$ cat src/rtl/link_sync_pkg.sv
package link_sync_pkg;

    typedef enum logic [1:0] {
        LS_IDLE = 2'd0,
        LS_WAIT = 2'd1,
        LS_QUAL = 2'd2,
        LS_SYNC = 2'd3
    } link_state_e;

endpackage

$ cat src/rtl/link_sync_fsm.sv
module link_sync_fsm
    import link_sync_pkg::*;
#(
    parameter int NUM_LANES   = 4,
    parameter int QUAL_CYCLES = 256
) (
    input  logic                 clk,
    input  logic                 rst_n,
    input  logic                 link_en,
    input  logic [NUM_LANES-1:0] lane_ready,
    output link_state_e          state,
    output logic                 qual_done
);
    localparam int QW = (QUAL_CYCLES > 2) ? $clog2(QUAL_CYCLES) : 1;

    typedef struct packed {
        link_state_e   st;
        logic [QW-1:0] cnt;
    } fsm_t;

    fsm_t fsm_d, fsm_q;
    logic all_ready;

    assign all_ready = &lane_ready;

    always_comb begin
        fsm_d     = fsm_q;
        qual_done = 1'b0;
        if (!link_en) begin
            fsm_d.st  = LS_IDLE;
            fsm_d.cnt = '0;
        end else begin
            unique case (fsm_q.st)
                LS_IDLE: fsm_d.st = LS_WAIT;
                LS_WAIT: begin
                    if (all_ready) begin
                        fsm_d.st  = LS_QUAL;
                        fsm_d.cnt = QW'(1);
                    end
                end
                LS_QUAL: begin
                    if (!all_ready) begin
                        fsm_d.st  = LS_WAIT;
                        fsm_d.cnt = '0;
                    end else if (fsm_q.cnt == QW'(QUAL_CYCLES - 1)) begin
                        fsm_d.st  = LS_SYNC;
                        fsm_d.cnt = '0;
                        qual_done = 1'b1;
                    end else begin
                        fsm_d.cnt = fsm_q.cnt + QW'(1);
                    end
                end
                LS_SYNC: fsm_d = fsm_q;
                default: fsm_d.st = LS_IDLE;
            endcase
        end
    end

    always_ff @(posedge clk or negedge rst_n) begin
        if (!rst_n) begin
            fsm_q <= '{st: LS_IDLE, cnt: '0};
        end else begin
            fsm_q <= fsm_d;
        end
    end

    assign state = fsm_q.st;

    // disable forces idle
    p_disable_idle_r1: assert property (@(posedge clk) disable iff (!rst_n)
        !link_en |=> state == LS_IDLE);
    // a lane drop during qualification returns to waiting
    p_drop_abort_r3: assert property (@(posedge clk) disable iff (!rst_n)
        (link_en && state == LS_QUAL && !all_ready) |=> state == LS_WAIT);
    // synchronized state is sticky while enabled
    p_sync_hold_r6: assert property (@(posedge clk) disable iff (!rst_n)
        (link_en && state == LS_SYNC) |=> state == LS_SYNC);
    // waiting never jumps straight to synchronized
    p_no_skip_r2: assert property (@(posedge clk) disable iff (!rst_n)
        state == LS_WAIT |=> state != LS_SYNC);

endmodule

$ cat src/rtl/lane_err_cnt.sv
module lane_err_cnt #(
    parameter int ERR_W = 8
) (
    input  logic             clk,
    input  logic             rst_n,
    input  logic             clear,
    input  logic             lane_ready,
    input  logic             inc,
    output logic [ERR_W-1:0] count
);
    localparam logic [ERR_W-1:0] CNT_MAX = '1;

    typedef struct packed {
        logic [ERR_W-1:0] cnt;
    } cnt_t;

    cnt_t cnt_d, cnt_q;

    always_comb begin
        cnt_d = cnt_q;
        if (clear) begin
            cnt_d.cnt = '0;
        end else if (inc && cnt_q.cnt != CNT_MAX) begin
            cnt_d.cnt = cnt_q.cnt + ERR_W'(1);
        end
    end

    always_ff @(posedge clk or negedge rst_n) begin
        if (!rst_n) begin
            cnt_q <= '0;
        end else begin
            cnt_q <= cnt_d;
        end
    end

    assign count = cnt_q.cnt;

    // saturation, no wrap
    p_saturate_r10: assert property (@(posedge clk) disable iff (!rst_n)
        (!clear && count == CNT_MAX) |=> count == CNT_MAX);
    // errors from a lane outside data phase are ignored
    p_ignore_unready_r4: assert property (@(posedge clk) disable iff (!rst_n)
        (!clear && !lane_ready) |=> $stable(count));

endmodule

$ cat src/rtl/err_irq.sv
module err_irq #(
    parameter int NUM_LANES = 4,
    parameter int ERR_W     = 8
) (
    input  logic                       clk,
    input  logic                       rst_n,
    input  logic                       clear,
    input  logic                       mon_active,
    input  logic [ERR_W-1:0]           thresh,
    input  logic [NUM_LANES*ERR_W-1:0] counts,
    output logic                       irq
);
    typedef struct packed {
        logic irq;
    } irq_t;

    irq_t irq_d, irq_q;
    logic any_hit;

    always_comb begin
        any_hit = 1'b0;
        for (int i = 0; i < NUM_LANES; i++) begin
            if (counts[i*ERR_W +: ERR_W] >= thresh) any_hit = 1'b1;
        end
        irq_d = irq_q;
        if (clear) begin
            irq_d.irq = 1'b0;
        end else if (mon_active && thresh != '0 && any_hit) begin
            irq_d.irq = 1'b1;
        end
    end

    always_ff @(posedge clk or negedge rst_n) begin
        if (!rst_n) begin
            irq_q <= '0;
        end else begin
            irq_q <= irq_d;
        end
    end

    assign irq = irq_q.irq;

    // level held until cleared
    p_irq_hold_r8: assert property (@(posedge clk) disable iff (!rst_n)
        (irq && !clear) |=> irq);
    // zero threshold never raises the interrupt
    p_zero_thresh_r11: assert property (@(posedge clk) disable iff (!rst_n)
        (!irq && thresh == '0) |=> !irq);
    // inactive monitoring never raises the interrupt
    p_mon_off_r9: assert property (@(posedge clk) disable iff (!rst_n)
        (!irq && !mon_active) |=> !irq);

endmodule

$ cat src/rtl/link_sync_qual.sv
module link_sync_qual
    import link_sync_pkg::*;
#(
    parameter int NUM_LANES   = 4,
    parameter int QUAL_CYCLES = 256,
    parameter int ERR_W       = 8,
    parameter bit SCRAM_ONLY  = 1'b1
) (
    input  logic                       clk,
    input  logic                       rst_n,
    input  logic                       link_en,
    input  logic                       mon_en,
    input  logic                       scram_en,
    input  logic [ERR_W-1:0]           err_thresh,
    input  logic [NUM_LANES-1:0]       lane_ready,
    input  logic [NUM_LANES-1:0]       align_err,
    output logic [1:0]                 link_state,
    output logic [NUM_LANES*ERR_W-1:0] err_count,
    output logic                       irq
);
    link_state_e state;
    logic        qual_done;
    logic        cnt_clear;
    logic        mon_active;

    generate
        if (SCRAM_ONLY) begin : g_scram_gate
            assign mon_active = mon_en & scram_en;
        end else begin : g_no_gate
            assign mon_active = mon_en;
        end
    endgenerate

    link_sync_fsm #(
        .NUM_LANES  (NUM_LANES),
        .QUAL_CYCLES(QUAL_CYCLES)
    ) u_fsm (
        .clk       (clk),
        .rst_n     (rst_n),
        .link_en   (link_en),
        .lane_ready(lane_ready),
        .state     (state),
        .qual_done (qual_done)
    );

    assign cnt_clear  = !link_en || qual_done;
    assign link_state = state;

    generate
        for (genvar i = 0; i < NUM_LANES; i++) begin : g_lane
            lane_err_cnt #(
                .ERR_W(ERR_W)
            ) u_cnt (
                .clk       (clk),
                .rst_n     (rst_n),
                .clear     (cnt_clear),
                .lane_ready(lane_ready[i]),
                .inc       (align_err[i] & lane_ready[i] & mon_active),
                .count     (err_count[i*ERR_W +: ERR_W])
            );
        end
    endgenerate

    err_irq #(
        .NUM_LANES(NUM_LANES),
        .ERR_W    (ERR_W)
    ) u_irq (
        .clk       (clk),
        .rst_n     (rst_n),
        .clear     (cnt_clear),
        .mon_active(mon_active),
        .thresh    (err_thresh),
        .counts    (err_count),
        .irq       (irq)
    );

    // entry to synchronized state leaves all counts at zero
    p_clear_on_sync_r5: assert property (@(posedge clk) disable iff (!rst_n)
        qual_done |=> err_count == '0);

endmodule

$ cat config.mk
export PLATFORM = sky130hd
export DESIGN_NAME = link_sync_qual
export DESIGN_NICKNAME = d
export VERILOG_FILES = /design/src/rtl/link_sync_pkg.sv /design/src/rtl/link_sync_fsm.sv /design/src/rtl/lane_err_cnt.sv /design/src/rtl/err_irq.sv /design/src/rtl/link_sync_qual.sv
export SDC_FILE = /design/constraint.sdc
export NUM_CORES = 1
export LEC_CHECK = 0
export ABC_AREA = 1
export CAP_MARGIN = 0
export CORE_MARGIN = 8
export CORE_UTILIZATION = 35
export DETAILED_ROUTE_END_ITERATION = 8
export PLACE_DENSITY = 0.58
export RECOVER_POWER = 50
export SLEW_MARGIN = 30
export SYNTH_ARGS = -nofsm -noshare
export SYNTH_HDL_FRONTEND = slang
export SYNTH_SLANG_ARGS = --single-unit
$ cat constraint.sdc
create_clock -name clk -period 2.8 [get_ports clk]
set_input_delay 0.56 -clock clk [delete_from_list [all_inputs] [get_ports clk]]
set_output_delay 0.56 -clock clk [all_outputs]
set_load 0.03 [all_outputs]
==> impl_metrics.tcl <==
set metrics [dict create \
    syn_area_per_cell_sq_um 6.91 \
    cts_setup_buffers 0 \
    slew_headroom_pct 7.67 \
    finalNonFillerCells 646 \
    num_vias 3088 \
    post_cts_resized 0 \
    hold_path_class "reg -> reg" \
    path_max_fanout 12 \
    clk_root_buffer_cell "clkbuf_8" \
    grt_first_pass_wirelength_um 14300 \
    nets 595 \
    antennaDiodeCount 0 \
    drive_gt1_share_pct 2.62 \
    nFillCells 960 \
    drc 0 \
    r2r_start "u_fsm.fsm_q[0]" \
    port_buffers 55 \
    synth_seq_cells 43 \
    wl_per_cell_um 13.2 \
    start_util_pct 35.9 \
    crit_type "in -> reg" \
    clock_path_buffers 2 \
    hold_violations 0 \
    cap_violations 0 \
    antenna_found_initial 0 \
    power_leakage_nw 2.10 \
    core_sq_um 9150 \
    htreeDepth 2 \
    syn_area_sq_um 3280 \
    cts.sinks 43 \
    cts_tree "yes" \
    finalCritPeriodShare_pct 78.6 \
    clk-insertion-delay-late_ps 300 \
    grt_max_degree 31 \
    die_area_sq_um 12700 \
    grt.overflow.total 0 \
    finalWorstSetupSlack_ps 599 \
    hpwlAfterDp_um 6800 \
    final_core_util_pct 43.7 \
    worstSetupEndpointType "flop" \
    p_per_area_nw_per_um2 346 \
    track_usage_pct 13.6 \
    ioPinCount 56 \
    fmax_ghz 0.454 \
    die_h_um 113 \
    skew_ps 6.70 \
    path_clk_slew_ps 90 \
    grt_pass1_vias 2941 \
    hp-start "u_fsm.fsm_q[1]" \
    drt-total-wl_um 8500 \
    worstPathRequired_ps 2980 \
    crit_arrival_ps 2380 \
    die_w_um 113 \
    r2r_setup_slack_ps 770 \
    finalSetupTns_ps 0 \
    startpoint "lane_ready[0]" \
    syn_nets 536 \
    holdBufCountCts 0 \
    seq_area_sq_um 1080 \
    async_reset_ff_share_pct 100 \
    rsz0062_at_grt "false" \
    dr.pass1.iters 4 \
    multi_input_area_sq_um 1830 \
    whs_ps 538 \
    maxSlewViolCount 0 \
    synth_edf_count 0 \
    ant_nets 0 \
    vdd_drop_max_mv 0.304 \
    area_growth_syn_to_layout_pct 21.9 \
    layout_commonest_cell "nand2_1" \
    syn-instance-count 475 \
    dpl_worst_slack_ps 436 \
    gp_congestion 0.841 \
    post_drt_via_cell_ratio 4.78 \
    tightestPinTransition_ps 1380 \
    row_count 35 \
    drtIter0Drc 134 \
    ys_types 25 \
    setup_violations 0 \
    period_needed_ps 2200 \
    outcome "finished clean" \
    ys_seq_area_share_pct 32.8 \
    synth-main-ff-cell "dfrtp_1" \
    layout_common_cells "nand2_1, inv_1, nor2_1" \
    start_kind "input pin" \
    cts_buffers 5 \
    synth_warnings 0 \
    place_inst 638 \
]
-- cells in the mapped netlist (3+ instances only) --
cell | number | area share (%)
ha_1 | 40 | 15
nand2_2 | 4 | 0.76
o21ai_0 | 11 | 1.7
o21ai_1 | 6 | 0.91
nand3_1 | 28 | 4.3
xor2_1 | 6 | 1.6
inv_1 | 83 | 9.5
dfrtp_1 | 43 | 33
nor2_1 | 51 | 5.8
buf_4 | 3 | 0.69
a21oi_1 | 27 | 4.1
nand4_1 | 9 | 1.7
nand2_1 | 148 | 17
-- where the power goes --
group / switching [mW] / internal [mW]
Clock: 0.222 / 0.176
Combinational: 0.200 / 0.120
Sequential: 0.0254 / 0.642
Total: 0.447 / 0.937
-- kinds of logic (layout without fill, tap and decap cells) --
family          after synthesis  after routing  share of synthesized area [%]
compound gates               47             47                           7.55
xor+xnor                      7              7                           1.87
fa+ha+maj                    40             40                           15.2
buf+inv                      91            151                           11.1
flops                        43             43                           32.8
simple gates                247            247                           31.5
-- final cells by class --
| class | count | share of cell area [%] |
|---|---|---|
| multi-input cells | 341 | 45.8 |
| repair buffers | 58 | 13.9 |
| flip-flops and latches | 43 | 26.9 |
| clock inverters | 1 | 0.125 |
| well taps | 111 | 3.47 |
| inverters | 85 | 7.97 |
| clock buffers | 7 | 1.91 |
-- routing by layer --
metal | wire [um] | GRT usage, % | share of wire, %
met1 | 3910 | 17.0 | 46
met2 | 4160 | 24.0 | 49
met3 | 368 | 2.72 | 4.3
met4 | 59 | 2.40 | 0.69
met5 | 0 | 0 | 0
-- stage by stage --
step / cell area (sq um) / total power [mW]
after global placement: 3950 / 1.00
after floorplan: 3280 / 0.899
final: 4000 / 1.38
after CTS: 4030 / 1.41
after global routing: 4000 / 1.48
after detailed placement: 3950 / 1.01
-- worst max-delay path, cell delays in order --
cell and delay, ps:
clkdlybuf4s50_1 530, nand4_1 200, inv_1 120, nand3_1 80, nand2_1 100, clkbuf_1 550
nor2_1 80, nand2_1 80, o21ai_0 70
-- state kept, by name, indices dropped and copies added (netlist names) --
register / cells
g_lane.u_cnt.count: 32
u_fsm.fsm_q: 8
u_fsm.state: 2
u_irq.irq: 1
-- final timing paths --
| path | end | depth (start not counted) |
|---|---|---|
| worst max-delay path | g_lane[2].u_cnt.count[7] | 9 |
| worst min-delay path | u_fsm.fsm_q[1] | 2 |
| worst max register to register | g_lane[2].u_cnt.count[7] | 9 |
| worst min register to register | u_fsm.fsm_q[1] | 2 |
| max in group asynchronous | g_lane[1].u_cnt.count[0] | 2 |
| min in group asynchronous | g_lane[3].u_cnt.count[0] | 2 |
Note: power is estimated with default switching activity, not from simulation.
